`config.mk`:
```
export PLATFORM = sky130hd
export DESIGN_NAME = addr_latch_demux
export DESIGN_NICKNAME = d
export VERILOG_FILES = /design/src/rtl/addr_latch_pkg.sv /design/src/rtl/alc_mode_decode.sv /design/src/rtl/alc_bit_store.sv /design/src/rtl/alc_out_mux.sv /design/src/rtl/addr_latch_demux.sv
export SDC_FILE = /design/constraint.sdc
export NUM_CORES = 1
export LEC_CHECK = 0
export BUFFER_PORTS_ARGS = -buffer_cell sky130_fd_sc_hd__buf_2
export CELL_PAD_IN_SITES_DETAIL_PLACEMENT = 1
export CELL_PAD_IN_SITES_GLOBAL_PLACEMENT = 2
export CORE_ASPECT_RATIO = 0.75
export CORE_MARGIN = 3
export CORE_UTILIZATION = 34
export CTS_CLUSTER_DIAMETER = 40
export CTS_CLUSTER_SIZE = 28
export DETAILED_ROUTE_END_ITERATION = 8
export PLACE_DENSITY = 0.81
export SYNTH_ARGS = -nofsm -noshare
export SYNTH_HDL_FRONTEND = slang
export SYNTH_SLANG_ARGS = --single-unit
```
`constraint.sdc`:
```
create_clock -name clk_i -period 5.15 [get_ports clk_i]
set_input_delay 1.2875 -clock clk_i [delete_from_list [all_inputs] [get_ports clk_i]]
set_output_delay 1.2875 -clock clk_i [all_outputs]
set_load 0.03 [all_outputs]
```
`src/rtl/addr_latch_pkg.sv`:
```
package addr_latch_pkg;
  typedef enum logic [1:0] {
    MODE_WRITE = 2'd0,
    MODE_HOLD  = 2'd1,
    MODE_DEMUX = 2'd2,
    MODE_CLEAR = 2'd3
  } latch_mode_e;
endpackage

```
`src/rtl/alc_mode_decode.sv`:
```
module alc_mode_decode
  import addr_latch_pkg::*;
(
  input  logic        clr_n_i,
  input  logic        en_n_i,
  output latch_mode_e mode_o
);
  always_comb begin
    unique case ({clr_n_i, en_n_i})
      2'b10:   mode_o = MODE_WRITE;
      2'b11:   mode_o = MODE_HOLD;
      2'b00:   mode_o = MODE_DEMUX;
      default: mode_o = MODE_CLEAR;
    endcase
  end
endmodule

```
`src/rtl/alc_bit_store.sv`:
```
module alc_bit_store
  import addr_latch_pkg::*;
#(
  parameter int SEL_W = 3,
  localparam int OUT_W = 1 << SEL_W
) (
  input  logic             clk_i,
  input  logic             clr_n_i,
  input  logic             en_n_i,
  input  latch_mode_e      mode_i,
  input  logic [SEL_W-1:0] sel_i,
  input  logic             data_i,
  output logic [OUT_W-1:0] state_o
);
  // Demux capture is reset only by clear mode, so it survives clear-low writes.
  logic keep_rst_n;
  assign keep_rst_n = clr_n_i | ~en_n_i;

  for (genvar b = 0; b < OUT_W; b++) begin : g_bit
    logic hit;
    logic main_q;
    logic keep_q;

    assign hit        = (sel_i == SEL_W'(b));
    assign state_o[b] = main_q | keep_q;

    always_ff @(posedge clk_i or negedge clr_n_i) begin
      if (!clr_n_i) begin
        main_q <= 1'b0;
      end else if (mode_i == MODE_WRITE && hit) begin
        main_q <= data_i;
      end else begin
        main_q <= state_o[b];
      end
    end

    always_ff @(posedge clk_i or negedge keep_rst_n) begin
      if (!keep_rst_n) begin
        keep_q <= 1'b0;
      end else if (mode_i == MODE_DEMUX) begin
        keep_q <= hit & data_i;
      end else begin
        keep_q <= 1'b0;
      end
    end
  end
endmodule

```
`src/rtl/alc_out_mux.sv`:
```
module alc_out_mux
  import addr_latch_pkg::*;
#(
  parameter int SEL_W = 3,
  localparam int OUT_W = 1 << SEL_W
) (
  input  latch_mode_e      mode_i,
  input  logic [SEL_W-1:0] sel_i,
  input  logic             data_i,
  input  logic [OUT_W-1:0] state_i,
  output logic [OUT_W-1:0] q_o
);
  logic [OUT_W-1:0] onehot;

  for (genvar b = 0; b < OUT_W; b++) begin : g_dec
    assign onehot[b] = (sel_i == SEL_W'(b)) & data_i;
  end

  always_comb begin
    unique case (mode_i)
      MODE_DEMUX: q_o = onehot;
      MODE_CLEAR: q_o = '0;
      default:    q_o = state_i;
    endcase
  end
endmodule

```
`src/rtl/addr_latch_demux.sv`:
```
module addr_latch_demux
  import addr_latch_pkg::*;
#(
  parameter int SEL_W = 3,
  localparam int OUT_W = 1 << SEL_W
) (
  input  logic             clk_i,
  input  logic             clr_n_i,
  input  logic             en_n_i,
  input  logic [SEL_W-1:0] sel_i,
  input  logic             data_i,
  output logic [OUT_W-1:0] q_o
);
  latch_mode_e      mode;
  logic [OUT_W-1:0] state;

  alc_mode_decode u_mode (
    .clr_n_i (clr_n_i),
    .en_n_i  (en_n_i),
    .mode_o  (mode)
  );

  alc_bit_store #(.SEL_W(SEL_W)) u_store (
    .clk_i   (clk_i),
    .clr_n_i (clr_n_i),
    .en_n_i  (en_n_i),
    .mode_i  (mode),
    .sel_i   (sel_i),
    .data_i  (data_i),
    .state_o (state)
  );

  alc_out_mux #(.SEL_W(SEL_W)) u_out (
    .mode_i  (mode),
    .sel_i   (sel_i),
    .data_i  (data_i),
    .state_i (state),
    .q_o     (q_o)
  );
endmodule

```
==> metrics.csv, run 1 <==
stage;metric;value;unit
timing;RSZ-0062 raised after global routing;false;
die;io pins;15;
timing;Setup-failing EPs final;0;
cells_and_area;commonest non-fill, non-tap cell in the layout;nor2_1;
global_routing;Total Routing Usage GR;14.01;%
power_and_ir_drop;static leakage;0.3852;nW
place;I/O Buffers;14;
place;RD Place Congestion;0.6926;
synthesis;yosys warns;0;
timing;Fin. Hold Viols;0;
drt;routed len/inst;14.82;um
worst_hold_path;HP Class;register to register;
worst_hold_path;Hold Path Origin;u_store.g_bit[1].keep_q$_DFF_PN0_;
clocking;# resized after CTS;0;
timing;Period minus WS final;3977;ps
drt;Detailed Route WL;1690;um
die;die extent in y;46.80;um
clocking;setup bufs post-CTS;0;
worst_hold_path;hold path cells;2;
timing;slew margin rel.;53.04;%
synthesis;flops & latches, synth;16;
clocking;clock latency on the worst-skew pair;270;ps
timing;period utilization;77.23;%
setup_path;Critical Path End Type;output port;
die;CORE AREA;2049;um^2
timing;setup TNS after final layout;0;ps
synthesis;Syn Area/Cell;9.798;um^2
die;Initial Utilization;36.81;%
synthesis;synthesized area;754.5;um^2
setup_path;crit path launch type;input pin;
setup_path;Critical R2R Launch;u_store.g_bit[3].main_q$_DFF_PN0_;
timing;setup ws final;1173;ps
power_and_ir_drop;worst vdd ir;194.8;uV
clocking;total CTS buffers;3;
setup_path;peak fanout along the critical path;21;
global_routing;initial antenna violation count;0;
synthesis;main area contributors after synthesis;dfrtp_1 (53%), o21ai_0 (9.3%), nor2_1 (8.5%), mux2i_1 (8.0%), nand2b_1 (4.1%);
synthesis;post-synth top area share;53.07;%
cells_and_area;Layout fillers;248;
synthesis;Syn Nets;84;
drt;via count;601;
synthesis;post-synthesis sequential area ratio;53.07;%
timing;Worst Skew;0.2855;ps
synthesis;Syn Inst Count;77;
worst_hold_path;Hold Crit Endpoint;u_store.g_bit[1].main_q$_DFF_PN0_;
cells_and_area;post-route insts no fill;114;
flow_run;total of max-cap violations;0;
cells_and_area;Layout area overhead;13.76;%
global_routing;pin count of the biggest net entering global routing;22;
setup_path;worst r2r dst;u_store.g_bit[3].main_q$_DFF_PN0_;
setup_path;Required @ worst endpoint;3860;ps
timing;Max Clock Freq;0.2514;GHz
timing;Least-Margin Pin Slew;702.8;ps
drt;vias per inst;5.272;
cells_and_area;share of cells above drive strength 1;20.00;%
power_and_ir_drop;PwrDens;322.9;nW/um^2
setup_path;internal reg-to-reg setup slack;4270;ps
cells_and_area;ant diodes;0;
clocking;number of hold buffers added after CTS;0;
die;FP Rows;14;
drt;First-pass DRT Iterations;2;
place;pre-CTS setup slack;1146;ps
drt;Iteration-0 DRC Markers;2;
cells_and_area;most frequent cells in the layout;nor2_1 (17), dfrtp_1 (16), o21ai_0 (14), buf_2 (14), mux2i_1 (6);
clocking;Clk pin slew, worst setup/hold paths;90;ps
clocking;TritonCTS clock tree;yes;
clocking;H-tree Lvls;1;
cells_and_area;Total Nets Final;99;
setup_path;r2r worst-path depth;2;
power_and_ir_drop;total power;0.2772;mW
cells_and_area;final core utilization;41.88;%
status;status;complete, no violations;
timing;count of pins over their slew limit;0;
die;Die ar.;2826;um^2
synthesis;Synth cell types;22;
global_routing;vias in the first global route;606;
synthesis;cell taking the most area after synthesis;dfrtp_1;
clocking;CTS Sinks;16;
place;hpwl dp;1234;um
place;placed cells;111;
clocking;Root Buffer;clkbuf_4;
global_routing;first-pass GRT wire length;2898;um
setup_path;CP Data Arrival Time;2690;ps
setup_path;critical path type;input pin to output port;
drt;Residual DRC;0;
global_routing;total congestion overflow;0;
die;die span in x;60.40;um
clocking;clk buf depth;2;
drt;ANT nets after route;0;
[cell usage after synthesis]
library cell,n
mux2i_1,6
o31ai_1,1
clkbuf_1,1
o21ai_0,14
a41oi_1,1
nor3_4,1
inv_1,1
nand3_1,1
nor3b_1,1
dfrtp_1,16
or4b_1,1
a211oi_1,1
or2b_1,1
nand3b_1,1
nor3_1,2
nand2_1,1
a311oi_1,1
buf_2,2
clkbuf_2,1
a31oi_1,1
nor2_1,17
nand2b_1,5
[logic make-up after synthesis]
kind of cell | after synthesis | synth area share, %
AND/OR/NAND/NOR | 31 | 21.56
AO/OA/AOI/OAI | 19 | 14.43
flip-flops | 16 | 53.07
multiplexers | 6 | 7.961
buffers and inverters | 5 | 2.984
[power by group]
group / switching, mW / internal, mW / leakage (nW) / total [mW]
combinational: 0.0456 / 0.0218 / 0.174 / 0.0673
sequential: 0.00721 / 0.140 / 0.197 / 0.147
clock: 0.0354 / 0.0271 / 0.0138 / 0.0625
total: 0.0882 / 0.189 / 0.385 / 0.277
[layer usage]
| metal | vias to the layer above | GRT usage (%) | part of all wire, % |
|---|---|---|---|
| met4 | 0 | 1.327 | 0 |
| met3 | 0 | 5.769 | 3.7 |
| met2 | 9 | 22.63 | 49 |
| li1 | 293 | - | - |
| met1 | 299 | 18.51 | 47 |
| met5 | - | 0 | 0 |
[per-stage QoR]
| step | cell area [um^2] | hold slack, ps |
|---|---|---|
| finish | 858.3 | 556.5 |
| CTS | 858.3 | 550.4 |
| global placement | 835.8 | 513.7 |
| detailed placement | 835.8 | 530.0 |
| floorplan | 754.5 | 496.3 |
| global route | 858.3 | 595.1 |
[how the worst max path moves through the flow]
stage             from  endpoint  slack (ps)
2_1_floorplan   en_n_i    q_o[1]        1190
3_3_place_gp   clr_n_i    q_o[0]        1190
3_5_place_dp   clr_n_i    q_o[0]        1150
4_1_cts        clr_n_i    q_o[0]        1140
5_1_grt        clr_n_i    q_o[0]        1050
6_report       clr_n_i    q_o[0]        1170
[area by class of cell]
cell class / instances / area [um^2] / share of cell area, %
Sequential cell: 16 / 400.4 / 46.65
Timing Repair Buffer: 14 / 70.07 / 8.163
Inverter: 1 / 3.754 / 0.4373
Tap cell: 24 / 30.03 / 3.499
Multi-Input combinational cell: 56 / 331.6 / 38.63
Clock buffer: 3 / 22.52 / 2.624
[critical path, cell delays in order]
cell      delay, ps
buf_2           220
or4b_1          700
nor3_4          170
nand2b_1        120
buf_2           190
[state kept, by name (all words and copies together), names as in the netlist]
register              cells
u_store.g_bit.main_q      8
u_store.g_bit.keep_q      8
No activity file was read; power rests on OpenSTA's default activity.
==> run 2: changes to the inputs <==
- ABC_AREA: unset -> 1
- CORE_UTILIZATION: 34 -> 31
- PLACE_DENSITY: 0.81 -> 0.78
- clock period: 5.15 -> 3.7 ns (I/O delays scaled with it)
==> run 2 against run 1 <==
  * Critical path depth stayed put
  * Non-clock buffer count unchanged
  * Clock skew hardly changed
  * Largest power group unchanged
  * Sequential share of layout area decreased by 6.1 points
  * Synthesized cell count grew 40%
  * Highest routed layer is now met4
  * Routed wire length up 15%
==> metrics.csv, run 2 <==
stage;metric;value;unit
flow_run;total of max-cap violations;0;
global_routing;pin count of the biggest net entering global routing;19;
synthesis;post-synthesis sequential area ratio;46.38;%
synthesis;Post-Synth XOR/XNOR Area;0;%
drt;met2 wire length;839;um
timing;Least-Margin Pin Slew;396.9;ps
synthesis;Synth cell types;16;
synthesis;Adder-Cell Fraction of Synth Area;0;%
place;pre-CTS setup slack;840.6;ps
global_routing;initial antenna violation count;0;
synthesis;Syn Nets;115;
die;CORE AREA;2459;um^2
global_routing;Total Routing Usage GR;13.55;%
setup_path;crit path launch type;input pin;
global_routing;total congestion overflow;0;
clocking;CTS Sinks;16;
die;die extent in y;51.70;um
drt;vias per inst;4.710;
timing;Setup-failing EPs final;0;
die;die span in x;66.94;um
cells_and_area;commonest non-fill, non-tap cell in the layout;nand2_1;
synthesis;cell taking the most area after synthesis;dfrtp_1;
clocking;Root Buffer;clkbuf_8;
synthesis;yosys warns;0;
cells_and_area;most frequent cells in the layout;nand2_1 (32), dfrtp_1 (16), nor2_1 (14), buf_2 (14), o21ai_1 (12);
clocking;clk buf depth;2;
cells_and_area;ant diodes;0;
setup_path;cells traversed along the worst timing path;buf_2 -> inv_4 -> nand3_4 -> o21ai_1 -> buf_2;
timing;Max Clock Freq;0.3532;GHz
clocking;# resized after CTS;0;
die;FP Rows;15;
drt;First-pass DRT Iterations;4;
drt;ANT nets after route;0;
synthesis;Syn Inst Count;108;
power_and_ir_drop;Psw;0.1470;mW
setup_path;critical path type;input pin to output port;
synthesis;Syn Area/Cell;7.994;um^2
place;hpwl dp;1472;um
drt;met3 wire length;77;um
drt;via count;730;
drt;Detailed Route WL;1948;um
timing;period utilization;76.52;%
power_and_ir_drop;internal power;0.3137;mW
clocking;TritonCTS clock tree;yes;
synthesis;ys async rst share;100.0;%
drt;routed len/inst;12.57;um
timing;Worst Skew;0.1923;ps
cells_and_area;Total Nets Final;130;
global_routing;vias in the first global route;762;
setup_path;max incr delay on CP;230;ps
setup_path;peak fanout along the critical path;18;
status;status;complete, no violations;
place;I/O Buffers;14;
worst_hold_path;HP Class;register to register;
setup_path;internal reg-to-reg setup slack;2780;ps
power_and_ir_drop;PwrDens;466.1;nW/um^2
synthesis;flops & latches, synth;16;
cells_and_area;Layout fillers;326;
synthesis;post-synthesis compound-gate area fraction;6.957;%
synthesis;post-synth top area share;46.38;%
clocking;number of hold buffers added after CTS;0;
cells_and_area;Layout area overhead;14.49;%
timing;slew margin rel.;73.54;%
synthesis;most instantiated cells after synthesis;nand2_1 (32), dfrtp_1 (16), nor2_1 (14);
power_and_ir_drop;sequential fraction of design power;43.8;%
power_and_ir_drop;static leakage;0.4804;nW
global_routing;first-pass GRT wire length;3532;um
power_and_ir_drop;Comb pwr share;28.5;%
timing;setup TNS after final layout;0;ps
power_and_ir_drop;clock share of power;27.7;%
synthesis;main area contributors after synthesis;dfrtp_1 (46%), nand2_1 (14%), o21ai_1 (7.0%), nor2_1 (6.1%), or2_2 (5.8%);
setup_path;Critical Path End Type;output port;
die;Die ar.;3461;um^2
timing;setup ws final;868.7;ps
cells_and_area;share of cells above drive strength 1;32.23;%
drt;top sig layer;met4;
clocking;H-tree Lvls;1;
die;io pins;15;
synthesis;synthesized area;863.3;um^2
synthesis;ys flop type;dfrtp_1;
drt;met1 WL;1019;um
setup_path;Slowest-stage cell, CP;buf_2;
drt;Residual DRC;0;
synthesis;most frequent cell after synthesis;nand2_1;
synthesis;largest family of logic cells by synthesized area;simple AND/OR/NAND/NOR gates;
drt;Iteration-0 DRC Markers;22;
clocking;clock latency on the worst-skew pair;250;ps
setup_path;Required @ worst endpoint;2770;ps
setup_path;CP Data Arrival Time;1910;ps
power_and_ir_drop;Sw Share;31.91;%
timing;Fin. Hold Viols;0;
power_and_ir_drop;total power;0.4608;mW
power_and_ir_drop;worst vdd ir;179.8;uV
setup_path;cell mode on critical path;buf_2;
synthesis;Post-synth EDFFs;0;
clocking;total CTS buffers;3;
cells_and_area;largest registers;u_store.g_bit.keep_q x8, u_store.g_bit.main_q x8;
timing;count of pins over their slew limit;0;
die;Initial Utilization;35.11;%
clocking;setup bufs post-CTS;0;
timing;Period minus WS final;2831;ps
clocking;Clk pin slew, worst setup/hold paths;60;ps
synthesis;Synth Area in Simple Gates;40.87;%
synthesis;fraction of synthesized area in multiplexers;0;%
place;RD Place Congestion;0.7433;
timing;RSZ-0062 raised after global routing;false;
run 2: critical path: cells and delay by family:
kind            cells  cell delay (ps)
compound gates      1              200
buf+inv             3              580
simple gates        1              190
run 2: per-stage QoR:
stage | cell area (um^2) | cells | hold slack (ps) | utilization [%]
floorplan | 863.3 | 108 | 507.6 | -
detailed placement | 947.2 | 152 | 533.7 | 38.52
global route | 988.4 | 155 | 588.6 | 40.20
finish | 988.4 | 155 | 540.9 | 40.20
CTS | 988.4 | 155 | 548.8 | 40.20
global placement | 947.2 | 152 | 522.5 | 38.52
run 2: final timing paths:
kind,start,end,cells past startpoint
setup reg to reg,u_store.g_bit[7].keep_q$_DFF_PN0_,u_store.g_bit[7].main_q$_DFF_PN0_,3
setup / recovery,clr_n_i,q_o[1],5
max in group asynchronous,clr_n_i,u_store.g_bit[6].keep_q$_DFF_PN0_,3
hold reg to reg,u_store.g_bit[0].keep_q$_DFF_PN0_,u_store.g_bit[0].main_q$_DFF_PN0_,3
hold / removal,u_store.g_bit[0].keep_q$_DFF_PN0_,u_store.g_bit[0].main_q$_DFF_PN0_,3
min in group asynchronous,clr_n_i,u_store.g_bit[3].main_q$_DFF_PN0_,1
run 2: cells by family after synthesis:
logic type / count (synthesis)
buf+inv: 9
simple gates: 71
flops: 16
compound gates: 12
run 2: power groups by stage:
| stage | registers (mW) | clock network [mW] | logic, mW |
|---|---|---|---|
| 6_report | 0.202 | 0.128 | 0.131 |
| 5_1_grt | 0.204 | 0.144 | 0.148 |
| 4_1_cts | 0.202 | 0.134 | 0.134 |
| 3_5_place_dp | 0.205 | 0 | 0.133 |
| 3_3_place_gp | 0.204 | 0 | 0.129 |
| 2_1_floorplan | 0.203 | 0 | 0.100 |
run 2: per-layer routing:
layer	global-route usage (%)	vias up
met3	3.888	2
li1	-	370
met1	18.66	348
met4	3.030	0
met2	21.05	10
met5	0	-
run 2: layout make-up:
type	count	area (um^2)	share of cell area, %
repair buffers	14	70.07	7.089
clock buffers	3	41.29	4.177
well taps	34	42.54	4.304
flip-flops and latches	16	400.4	40.51
multi-input cells	83	412.9	41.77
inverters	5	21.27	2.152
==> run 3: changes to the inputs <==
- clock period: 3.7 -> 2.8 ns (I/O delays scaled with it)
==> run 3 against run 2 <==
  * Worst setup slack worse by 370 ps
  * Final area grew 0.76%
  * Count of clock-buffer cells in the layout did not move
  * Clock power rose by 30%
  * Cell count is 0.65% higher
  * Hold slack worse by 240 ps
  * Utilization up 0.31 points
  * Via count did not move
  * First-iteration DRC count shrank 9.1%
  * Total power rose by 32%
  * Clock skew hardly changed
  * Largest power group unchanged
==> metrics.csv, run 3 (same netlist as run 2, synthesis figures left out) <==
stage;metric;value;unit
status;status;complete, no violations;
drt;routed len/inst;13.03;um
clocking;Root Buffer;clkbuf_8;
timing;Least-Margin Pin Slew;394.3;ps
die;CORE AREA;2459;um^2
drt;ANT nets after route;0;
flow_run;total of max-cap violations;0;
clocking;TritonCTS clock tree;yes;
setup_path;Critical R2R Launch;u_store.g_bit[7].keep_q$_DFF_PN0_;
clocking;setup bufs post-CTS;0;
drt;vias per inst;4.679;
drt;Residual DRC;0;
clocking;Clk pin slew, worst setup/hold paths;60;ps
die;Die ar.;3461;um^2
setup_path;max incr delay on CP;220;ps
drt;via count;730;
die;die extent in y;51.70;um
clocking;H-tree Lvls;1;
setup_path;Critical Path End Type;output port;
clocking;clock latency on the worst-skew pair;240;ps
cells_and_area;share of cells above drive strength 1;32.79;%
timing;count of pins over their slew limit;0;
setup_path;CP Capture Point;q_o[1];
setup_path;cells traversed along the worst timing path;buf_2 -> inv_4 -> nand3_4 -> o21ai_1 -> buf_2;
cells_and_area;largest registers;u_store.g_bit.keep_q x8, u_store.g_bit.main_q x8;
clocking;number of hold buffers added after CTS;0;
worst_hold_path;HP Class;input pin to asynchronous set/reset pin;
place;hpwl dp;1560;um
setup_path;Slowest-stage cell, CP;buf_2;
global_routing;Total Routing Usage GR;14.19;%
global_routing;total congestion overflow;0;
setup_path;internal reg-to-reg setup slack;1880;ps
setup_path;cell mode on critical path;buf_2;
drt;Detailed Route WL;2033;um
setup_path;peak fanout along the critical path;16;
power_and_ir_drop;static leakage;0.4852;nW
cells_and_area;Total Nets Final;131;
timing;Worst Skew;0.2536;ps
setup_path;crit path launch type;input pin;
clocking;# resized after CTS;0;
cells_and_area;Layout area overhead;15.36;%
clocking;CTS Sinks;16;
clocking;clk buf depth;2;
setup_path;Required @ worst endpoint;2100;ps
timing;Max Clock Freq;0.4347;GHz
timing;RSZ-0062 raised after global routing;false;
timing;period utilization;82.15;%
global_routing;pin count of the biggest net entering global routing;17;
setup_path;Worst Setup SP;clr_n_i;
place;I/O Buffers;14;
cells_and_area;final core utilization;40.51;%
global_routing;vias in the first global route;772;
global_routing;first-pass GRT wire length;3553;um
die;io pins;15;
cells_and_area;commonest non-fill, non-tap cell in the layout;nand2_1;
cells_and_area;ant diodes;0;
power_and_ir_drop;worst vdd ir;238.2;uV
die;die span in x;66.94;um
setup_path;CP Data Arrival Time;1600;ps
timing;slew margin rel.;73.65;%
timing;Period minus WS final;2300;ps
timing;setup TNS after final layout;0;ps
global_routing;initial antenna violation count;0;
setup_path;r2r worst-path depth;3;
drt;First-pass DRT Iterations;4;
timing;Setup-failing EPs final;0;
clocking;total CTS buffers;3;
timing;Fin. Hold Viols;0;
setup_path;critical path type;input pin to output port;
die;Initial Utilization;35.11;%
cells_and_area;most frequent cells in the layout;nand2_1 (32), dfrtp_1 (16), nor2_1 (14), buf_2 (14), o21ai_1 (12);
drt;Iteration-0 DRC Markers;20;
place;RD Place Congestion;0.7548;
setup_path;worst r2r dst;u_store.g_bit[7].main_q$_DFF_PN0_;
power_and_ir_drop;PwrDens;609.6;nW/um^2
cells_and_area;Layout fillers;303;
die;FP Rows;15;
run 3: cell count changes in the layout (fill, tap and decap cells not counted):
cell   before  now
buf_4       0    1
run 3: worst min-delay path by stage:
stage                                                 start                                 to  slack [ps]  depth (start not counted)
final                                               clr_n_i  u_store.g_bit[5].main_q$_DFF_PN0_         300                          1
after detailed placement  u_store.g_bit[4].main_q$_DFF_PN0_  u_store.g_bit[4].main_q$_DFF_PN0_         530                          3
after floorplan                                     clr_n_i  u_store.g_bit[0].main_q$_DFF_PN0_         400                          0
after global placement    u_store.g_bit[1].main_q$_DFF_PN0_  u_store.g_bit[1].main_q$_DFF_PN0_         530                          3
after global routing                                clr_n_i  u_store.g_bit[3].main_q$_DFF_PN0_         290                          1
after CTS                                           clr_n_i  u_store.g_bit[3].main_q$_DFF_PN0_         300                          1
run 3: metrics by stage:
stage | hold WS [ps] | cell area, um^2 | total power [mW] | instances | setup slack, ps
finish | 300.0 | 996.0 | 0.6072 | 156 | 499.8
global route | 293.9 | 996.0 | 0.6584 | 156 | 397.8
CTS | 297.0 | 996.0 | 0.6192 | 156 | 504.3
detailed placement | 530.9 | 954.7 | 0.4479 | 153 | 515.8
global placement | 529.8 | 954.7 | 0.4453 | 153 | 530.2
floorplan | 404.4 | 863.3 | 0.4001 | 108 | 478.9
run 3: worst max-delay path, delay by kind of cell:
kind	cells	cell delay (ps)
buffers and inverters	3	490
and+or+nand+nor	1	190
AOI/OAI and AO/OA	1	210
run 3: routing by layer:
layer	track usage (%)	routed length, um	part of all wire [%]
met5	0	0	0
met4	6.061	23	1.1
met3	3.888	106	5.2
met2	21.88	875	43
met1	18.63	1028	51
run 3: cell type report:
| class | instances | area [um^2] | share of cell area (%) |
|---|---|---|---|
| multi-input cells | 83 | 412.9 | 41.46 |
| repair buffers | 15 | 77.57 | 7.789 |
| inverters | 5 | 21.27 | 2.136 |
| well taps | 34 | 42.54 | 4.271 |
| flip-flops and latches | 16 | 400.4 | 40.20 |
| clock buffers | 3 | 41.29 | 4.146 |
run 3: power by group:
group,total [mW],switching [mW],internal [mW]
registers,0.266,0.00522,0.260
clock network,0.166,0.0710,0.0952
logic,0.175,0.116,0.0597
